### src/rtl/rob_pkg.sv
package rob_pkg;

  // What the oldest slot does this cycle
  typedef enum logic [1:0] {
    RET_IDLE  = 2'd0,
    RET_REG   = 2'd1,
    RET_MEM   = 2'd2,
    RET_FAULT = 2'd3
  } ret_act_e;

endpackage

### src/rtl/rob_ptrs.sv
module rob_ptrs #(
  parameter int unsigned DEPTH = 16,
  localparam int unsigned IDX_W = $clog2(DEPTH),
  localparam int unsigned PTR_W = IDX_W + 1
) (
  input  logic             clk,
  input  logic             rst_n,
  input  logic             push,
  input  logic             pop,
  input  logic             flush,
  output logic [PTR_W-1:0] head_ptr,
  output logic [PTR_W-1:0] tail_ptr,
  output logic             full,
  output logic             empty
);

  logic [PTR_W-1:0] head_q, head_n;
  logic [PTR_W-1:0] tail_q, tail_n;

  always_comb begin
    head_n = head_q;
    tail_n = tail_q;
    if (flush) begin
      tail_n = head_q;
    end else begin
      if (push) tail_n = tail_q + PTR_W'(1);
      if (pop)  head_n = head_q + PTR_W'(1);
    end
  end

  always_ff @(posedge clk or negedge rst_n) begin
    if (!rst_n) begin
      head_q <= '0;
      tail_q <= '0;
    end else begin
      head_q <= head_n;
      tail_q <= tail_n;
    end
  end

  assign head_ptr = head_q;
  assign tail_ptr = tail_q;
  assign empty    = (head_q == tail_q);
  assign full     = (head_q[IDX_W-1:0] == tail_q[IDX_W-1:0]) &&
                    (head_q[IDX_W] != tail_q[IDX_W]);

endmodule

### src/rtl/rob_slots.sv
module rob_slots #(
  parameter int unsigned DEPTH = 16,
  parameter int unsigned XLEN  = 32,
  parameter int unsigned REG_W = 5,
  localparam int unsigned IDX_W = $clog2(DEPTH)
) (
  input  logic             clk,
  input  logic             rst_n,
  input  logic             alloc_en,
  input  logic [IDX_W-1:0] alloc_idx,
  input  logic [XLEN-1:0]  alloc_pc,
  input  logic [REG_W-1:0] alloc_dest,
  input  logic             alloc_store,
  input  logic             cmpl_en,
  input  logic [IDX_W-1:0] cmpl_idx,
  input  logic [XLEN-1:0]  cmpl_value,
  input  logic [XLEN-1:0]  cmpl_addr,
  input  logic             cmpl_exc,
  input  logic             pop_en,
  input  logic             flush,
  input  logic [IDX_W-1:0] head_idx,
  output logic             hd_valid,
  output logic             hd_done,
  output logic             hd_exc,
  output logic             hd_store,
  output logic [REG_W-1:0] hd_dest,
  output logic [XLEN-1:0]  hd_pc,
  output logic [XLEN-1:0]  hd_value,
  output logic [XLEN-1:0]  hd_addr
);

  // Status bits carry a reset; payload is written only under an enable
  logic [DEPTH-1:0] valid_q, valid_n;
  logic [DEPTH-1:0] done_q,  done_n;
  logic [DEPTH-1:0] exc_q,   exc_n;
  logic [DEPTH-1:0] alloc_hit, cmpl_hit, pop_hit;

  logic             store_q [DEPTH];
  logic [REG_W-1:0] dest_q  [DEPTH];
  logic [XLEN-1:0]  pc_q    [DEPTH];
  logic [XLEN-1:0]  value_q [DEPTH];
  logic [XLEN-1:0]  addr_q  [DEPTH];

  for (genvar g = 0; g < DEPTH; g++) begin : g_hit
    assign alloc_hit[g] = alloc_en && (alloc_idx == IDX_W'(g));
    assign pop_hit[g]   = pop_en && (head_idx == IDX_W'(g));
    assign cmpl_hit[g]  = cmpl_en && (cmpl_idx == IDX_W'(g)) &&
                          valid_q[g] && !done_q[g] && !flush;
  end

  always_comb begin
    valid_n = valid_q;
    done_n  = done_q;
    exc_n   = exc_q;
    for (int i = 0; i < DEPTH; i++) begin
      if (flush) begin
        valid_n[i] = 1'b0;
        done_n[i]  = 1'b0;
        exc_n[i]   = 1'b0;
      end else begin
        if (pop_hit[i]) begin
          valid_n[i] = 1'b0;
          done_n[i]  = 1'b0;
          exc_n[i]   = 1'b0;
        end
        if (alloc_hit[i]) begin
          valid_n[i] = 1'b1;
          done_n[i]  = 1'b0;
          exc_n[i]   = 1'b0;
        end
        if (cmpl_hit[i]) begin
          done_n[i] = 1'b1;
          exc_n[i]  = cmpl_exc;
        end
      end
    end
  end

  always_ff @(posedge clk or negedge rst_n) begin
    if (!rst_n) begin
      valid_q <= '0;
      done_q  <= '0;
      exc_q   <= '0;
    end else begin
      valid_q <= valid_n;
      done_q  <= done_n;
      exc_q   <= exc_n;
    end
  end

  always_ff @(posedge clk) begin
    for (int i = 0; i < DEPTH; i++) begin
      if (alloc_hit[i]) begin
        store_q[i] <= alloc_store;
        dest_q[i]  <= alloc_dest;
        pc_q[i]    <= alloc_pc;
      end
      if (cmpl_hit[i]) begin
        value_q[i] <= cmpl_value;
        addr_q[i]  <= cmpl_addr;
      end
    end
  end

  assign hd_valid = valid_q[head_idx];
  assign hd_done  = done_q[head_idx];
  assign hd_exc   = exc_q[head_idx];
  assign hd_store = store_q[head_idx];
  assign hd_dest  = dest_q[head_idx];
  assign hd_pc    = pc_q[head_idx];
  assign hd_value = value_q[head_idx];
  assign hd_addr  = addr_q[head_idx];

endmodule

### src/rtl/rob_retire.sv
module rob_retire
  import rob_pkg::*;
#(
  parameter int unsigned     XLEN       = 32,
  parameter int unsigned     REG_W      = 5,
  parameter logic [XLEN-1:0] HANDLER_PC = '0
) (
  input  logic             hd_valid,
  input  logic             hd_done,
  input  logic             hd_exc,
  input  logic             hd_store,
  input  logic [REG_W-1:0] hd_dest,
  input  logic [XLEN-1:0]  hd_pc,
  input  logic [XLEN-1:0]  hd_value,
  input  logic [XLEN-1:0]  hd_addr,
  output ret_act_e         act,
  output logic             rf_we,
  output logic [REG_W-1:0] rf_addr,
  output logic [XLEN-1:0]  rf_data,
  output logic             mem_we,
  output logic [XLEN-1:0]  mem_addr,
  output logic [XLEN-1:0]  mem_data,
  output logic             exc_flush,
  output logic [XLEN-1:0]  exc_pc,
  output logic [XLEN-1:0]  redirect_pc
);

  always_comb begin
    if (!hd_valid || !hd_done) act = RET_IDLE;
    else if (hd_exc)           act = RET_FAULT;
    else if (hd_store)         act = RET_MEM;
    else                       act = RET_REG;
  end

  assign rf_we       = (act == RET_REG);
  assign rf_addr     = hd_dest;
  assign rf_data     = hd_value;
  assign mem_we      = (act == RET_MEM);
  assign mem_addr    = hd_addr;
  assign mem_data    = hd_value;
  assign exc_flush   = (act == RET_FAULT);
  assign exc_pc      = hd_pc;
  assign redirect_pc = HANDLER_PC;

endmodule

### src/rtl/rob_core.sv
module rob_core
  import rob_pkg::*;
#(
  parameter int unsigned     DEPTH      = 16,
  parameter int unsigned     XLEN       = 32,
  parameter int unsigned     REG_W      = 5,
  parameter logic [XLEN-1:0] HANDLER_PC = 32'h0000_0200,
  localparam int unsigned    IDX_W      = $clog2(DEPTH),
  localparam int unsigned    PTR_W      = IDX_W + 1
) (
  input  logic             clk,
  input  logic             rst_n,
  input  logic             alloc_valid,
  input  logic [XLEN-1:0]  alloc_pc,
  input  logic [REG_W-1:0] alloc_dest,
  input  logic             alloc_store,
  output logic [IDX_W-1:0] alloc_id,
  output logic             alloc_full,
  input  logic             cmpl_valid,
  input  logic [IDX_W-1:0] cmpl_id,
  input  logic [XLEN-1:0]  cmpl_value,
  input  logic [XLEN-1:0]  cmpl_addr,
  input  logic             cmpl_exc,
  output logic             rf_we,
  output logic [REG_W-1:0] rf_addr,
  output logic [XLEN-1:0]  rf_data,
  output logic             mem_we,
  output logic [XLEN-1:0]  mem_addr,
  output logic [XLEN-1:0]  mem_data,
  output logic             exc_flush,
  output logic [XLEN-1:0]  exc_pc,
  output logic [XLEN-1:0]  redirect_pc
);

  logic [PTR_W-1:0] head_ptr, tail_ptr;
  logic             full, empty;
  logic             push, pop;
  ret_act_e         act;

  logic             hd_valid, hd_done, hd_exc, hd_store;
  logic [REG_W-1:0] hd_dest;
  logic [XLEN-1:0]  hd_pc, hd_value, hd_addr;

  assign push       = alloc_valid && !full && !exc_flush;
  assign pop        = (act == RET_REG) || (act == RET_MEM);
  assign alloc_id   = tail_ptr[IDX_W-1:0];
  assign alloc_full = full;

  rob_ptrs #(.DEPTH(DEPTH)) i_ptrs (
    .clk      (clk),
    .rst_n    (rst_n),
    .push     (push),
    .pop      (pop),
    .flush    (exc_flush),
    .head_ptr (head_ptr),
    .tail_ptr (tail_ptr),
    .full     (full),
    .empty    (empty)
  );

  rob_slots #(.DEPTH(DEPTH), .XLEN(XLEN), .REG_W(REG_W)) i_slots (
    .clk         (clk),
    .rst_n       (rst_n),
    .alloc_en    (push),
    .alloc_idx   (tail_ptr[IDX_W-1:0]),
    .alloc_pc    (alloc_pc),
    .alloc_dest  (alloc_dest),
    .alloc_store (alloc_store),
    .cmpl_en     (cmpl_valid),
    .cmpl_idx    (cmpl_id),
    .cmpl_value  (cmpl_value),
    .cmpl_addr   (cmpl_addr),
    .cmpl_exc    (cmpl_exc),
    .pop_en      (pop),
    .flush       (exc_flush),
    .head_idx    (head_ptr[IDX_W-1:0]),
    .hd_valid    (hd_valid),
    .hd_done     (hd_done),
    .hd_exc      (hd_exc),
    .hd_store    (hd_store),
    .hd_dest     (hd_dest),
    .hd_pc       (hd_pc),
    .hd_value    (hd_value),
    .hd_addr     (hd_addr)
  );

  rob_retire #(.XLEN(XLEN), .REG_W(REG_W), .HANDLER_PC(HANDLER_PC)) i_retire (
    .hd_valid    (hd_valid),
    .hd_done     (hd_done),
    .hd_exc      (hd_exc),
    .hd_store    (hd_store),
    .hd_dest     (hd_dest),
    .hd_pc       (hd_pc),
    .hd_value    (hd_value),
    .hd_addr     (hd_addr),
    .act         (act),
    .rf_we       (rf_we),
    .rf_addr     (rf_addr),
    .rf_data     (rf_data),
    .mem_we      (mem_we),
    .mem_addr    (mem_addr),
    .mem_data    (mem_data),
    .exc_flush   (exc_flush),
    .exc_pc      (exc_pc),
    .redirect_pc (redirect_pc)
  );

  logic unused_empty;
  assign unused_empty = empty;

endmodule

### config.mk
export PLATFORM = sky130hd
export DESIGN_NAME = rob_core
export DESIGN_NICKNAME = d
export VERILOG_FILES = /design/src/rtl/rob_pkg.sv /design/src/rtl/rob_ptrs.sv /design/src/rtl/rob_slots.sv /design/src/rtl/rob_retire.sv /design/src/rtl/rob_core.sv
export SDC_FILE = /design/constraint.sdc
export NUM_CORES = 2
export LEC_CHECK = 0
export BUFFER_PORTS_ARGS = -buffer_cell sky130_fd_sc_hd__buf_4
export CORE_UTILIZATION = 25
export DETAILED_ROUTE_END_ITERATION = 10
export GPL_ROUTABILITY_DRIVEN = 0
export SLEW_MARGIN = 20
export SYNTH_ARGS = -nofsm -noshare
export SYNTH_HDL_FRONTEND = slang
export SYNTH_SLANG_ARGS = --single-unit
### constraint.sdc
create_clock -name clk -period 23.6 [get_ports clk]
set_clock_uncertainty 0.1 [all_clocks]
set_input_delay 1.18 -clock clk [delete_from_list [all_inputs] [get_ports clk]]
set_output_delay 1.18 -clock clk [all_outputs]
set_load 0.02 [all_outputs]
==> implementation parameters <==
Parameter                              Value

Clock network
  Post-CTS sizing    0
  Clock tree from TritonCTS    yes
  Clock insertion delay at the later pin of the skew report    0.76 ns
  Clock-pin transition on the worst setup and hold timing paths    0.06 ns
  Number of buffers on the longest clock path    3
  Clock tree sinks    1,690
  CTS Buf Count    149
  H-tree levels    4
  Total setup buffers inserted after CTS    0
  Cell at the root of the clock tree    sky130_fd_sc_hd__clkbuf_16
  Count of hold buffers inserted by post-cts repair    0

Route
  Via-per-instance ratio    4.49
  Initial DRC Count    2,820
  Vias post-DR    29,132
  Drc violations    0
  Final routed wirelength across all metal layers    156,000 um
  Number of antenna-violating nets in the routed design    0
  Count of TritonRoute iterations in the first routing pass    5
  Routed length per instance    24.1 um

Cells and area
  Commonest cells after routing, fill and taps aside    sky130_fd_sc_hd__edfxtp_1 (1,632), sky130_fd_sc_hd__mux4_2 (521), sky130_fd_sc_hd__buf_4 (302)
  Total Nets Final    3,084
  Layout cells sized above 1    35.0%
  Non-Filler Instances    6,489
  Fillers    25,039
  Layout area overhead    15.8%
  Most common cell after layout, fill and taps aside    sky130_fd_sc_hd__edfxtp_1

Setup path
  Reg2reg start    i_ptrs.head_ptr[3]
  Cell count of the worst reg-to-reg path    13
  Critical Path Slowest Stage Cell    sky130_fd_sc_hd__buf_4
  Most used cell along the critical path    sky130_fd_sc_hd__buf_4
  Largest incremental delay on the critical path    0.89 ns
  Destination of the worst register-to-register timing path    i_slots.addr_q[0][4]
  Cells traversed along the worst timing path    buf_4, buf_4, nor2b_1, a22o_1, nor2_1, a21oi_1, a21boi_0, ha_1, buf_4, buf_4
  WS Path Type    flop to output port
  Kind of capture point of the worst setup path    output port
  Biggest fanout along the worst timing path    44
  Setup slack of the worst register-to-register path    16.90 ns
  Endpoint arrival time on the critical path    5.63 ns
  Worst Path Required    22.32 ns
  Type of element launching the critical path    flop

STA
  Clock period minus final worst setup slack    6.91 ns
  Worst Tran Pin Value    1.14 ns
  Final setup slack of the worst path    16.69 ns
  RSZ-0062 raised after global routing    no
  Headroom to the max-slew limit    24.1%
  Post-route clock period utilization    29.3%
  Total count of hold-check failures in the final report    0
  Final setup fails    0
  Upper clock frequency limit    145 MHz
  Pins Over Slew Limit    0
  Setup tns final    0 ns

Synthesis
  Count of warnings emitted by yosys    0
  Avg Inst Size Synth    24.4 um2
  Cells after synthesis    2,670
  Number of enable flip-flop cells after synthesis    1,632
  Yosys reg bits    1,690
  Predominant post-synthesis flop cell    sky130_fd_sc_hd__edfxtp_1
  Total standard cell area after synthesis    0.0651 mm2
  Part of the Yosys area used for sequential elements    77.5%
  Unique cell type count in the Yosys netlist    51
  Share of synthesized flip-flops with an asynchronous set or reset    3.43%

GRT
  Wire length of the first global-routing pass    224,000 um
  Total Routing Usage GR    11.7%
  Residual overflow from global routing    0
  Antenna violations before repair    42
  Pin count of the biggest net entering global routing    158
  Number of global-route vias before repair    30,089

Die
  Die area    0.263 mm2
  I/O Pins    284
  Starting density of the core    25.1%
  Die boundary height    512 um
  Die span in x    512 um
  Site Rows    187
  Core area    0.259 mm2

Place
  Number of placed instances with taps included    6,212
  Post-Place Worst Slack    16.87 ns
  Total half-perimeter wirelength after legalization and detailed placement    87,400 um
  I/O Buffers    251

Power
  Pwr/cell area    117 mW/mm2
  Cell leakage power    23.3 nW
  Worst supply voltage drop on vdd    0.119 mV

Worst hold path
  Type of the worst min-delay path    input port to asynchronous set/reset pin

Flow run
  Max-cap violations    0

Status
  Result of the run    complete, no violations
==> Yosys cell counts, types with 5 or more instances <==
master	number	share of area, %
sky130_fd_sc_hd__a21o_1	6	0.069
sky130_fd_sc_hd__dfrtp_1	58	2.2
sky130_fd_sc_hd__nor2_1	7	0.040
sky130_fd_sc_hd__o2111ai_1	9	0.12
sky130_fd_sc_hd__xnor2_1	9	0.12
sky130_fd_sc_hd__clkbuf_1	37	0.21
sky130_fd_sc_hd__nor2b_1	7	0.067
sky130_fd_sc_hd__nand3_1	16	0.12
sky130_fd_sc_hd__buf_1	10	0.058
sky130_fd_sc_hd__a22oi_1	6	0.069
sky130_fd_sc_hd__nor4b_1	7	0.094
sky130_fd_sc_hd__mux4_2	521	18
sky130_fd_sc_hd__a31o_2	5	0.067
sky130_fd_sc_hd__edfxtp_1	1632	75
sky130_fd_sc_hd__nand2_1	55	0.32
sky130_fd_sc_hd__buf_4	69	0.80
sky130_fd_sc_hd__inv_1	25	0.14
sky130_fd_sc_hd__and2_1	5	0.048
sky130_fd_sc_hd__o21ai_1	17	0.13
sky130_fd_sc_hd__buf_2	48	0.37
sky130_fd_sc_hd__a21oi_1	17	0.13
sky130_fd_sc_hd__buf_6	34	0.59
sky130_fd_sc_hd__ha_1	11	0.21
==> through the flow <==
step	area, um2	power [mW]	hold WS, ns	utilization, %
after CTS	75400	8.97	0.374	29.1
after global routing	75400	9.19	0.425	29.1
after floorplan	65300	5.60	0.355	-
after global placement	70700	6.57	0.390	27.3
after detailed placement	70700	6.58	0.375	27.3
final	75400	8.81	0.386	29.1
==> flip-flops by register name, indices dropped and copies added, names as in the netlist, 16 cells and up <==
name             flops
i_slots.done_q      16
i_slots.store_q     16
i_slots.value_q    512
i_slots.pc_q       512
i_slots.exc_q       16
i_slots.addr_q     512
i_slots.valid_q     16
i_slots.dest_q      80
==> how the worst max path moves through the flow <==
stage                        from                      to  cells after the start
2_1_floorplan  i_ptrs.head_ptr[0]        i_slots.exc_q[7]                     13
3_3_place_gp   i_ptrs.head_ptr[3]  i_slots.value_q[8][19]                     13
3_5_place_dp   i_ptrs.head_ptr[3]  i_slots.value_q[0][20]                     13
4_1_cts        i_ptrs.head_ptr[3]               exc_flush                     10
5_1_grt        i_ptrs.head_ptr[3]               exc_flush                     10
6_report       i_ptrs.head_ptr[3]               exc_flush                     10
==> final cells by class <==
cell class	count	area (um2)	share of cell area [%]
diodes	6	15.0	0.0199
repair buffers	309	2400	3.18
inverters	26	115	0.153
well taps	3402	4260	5.64
flip-flops and latches	1690	50500	66.9
clock buffers	194	3960	5.25
clock inverters	76	739	0.980
multi-input cells	786	13500	17.9
==> cell families after synthesis <==
group                      synth area share (%)
adders and majority gates                 0.211
AOI/OAI and AO/OA                         0.845
buffers and inverters                      2.17
DFF                                        77.5
and+or+nand+nor                            1.07
muxes                                      18.1
other                                    0.0115
xor gates and xnor gates                  0.161
==> routing by layer <==
layer  vias up  wire [um]  global-route usage, %
li1      11953          -                      -
met1     15900      65300                   15.6
met2       998      75900                   19.1
met3       247      12600                   3.26
met4        34       2420                   2.38
met5         -        196                      0
==> worst max-delay path, delay by kind of cell, from the launching register on <==
kind / cells / cell delay (ns)
buffers and inverters: 4 / 2.32
adders and majority gates: 1 / 0.30
and+or+nand+nor: 2 / 0.60
AOI/OAI and AO/OA: 3 / 0.80
DFF: 1 / 0.81
==> where the power goes <==
| group | total [mW] | internal (mW) | switching (mW) |
|---|---|---|---|
| Clock | 2.38 | 1.29 | 1.09 |
| Combinational | 2.82 | 1.29 | 1.52 |
| Sequential | 3.61 | 3.48 | 0.131 |
| Total | 8.81 | 6.07 | 2.74 |
(Power assumes the default switching activity.)
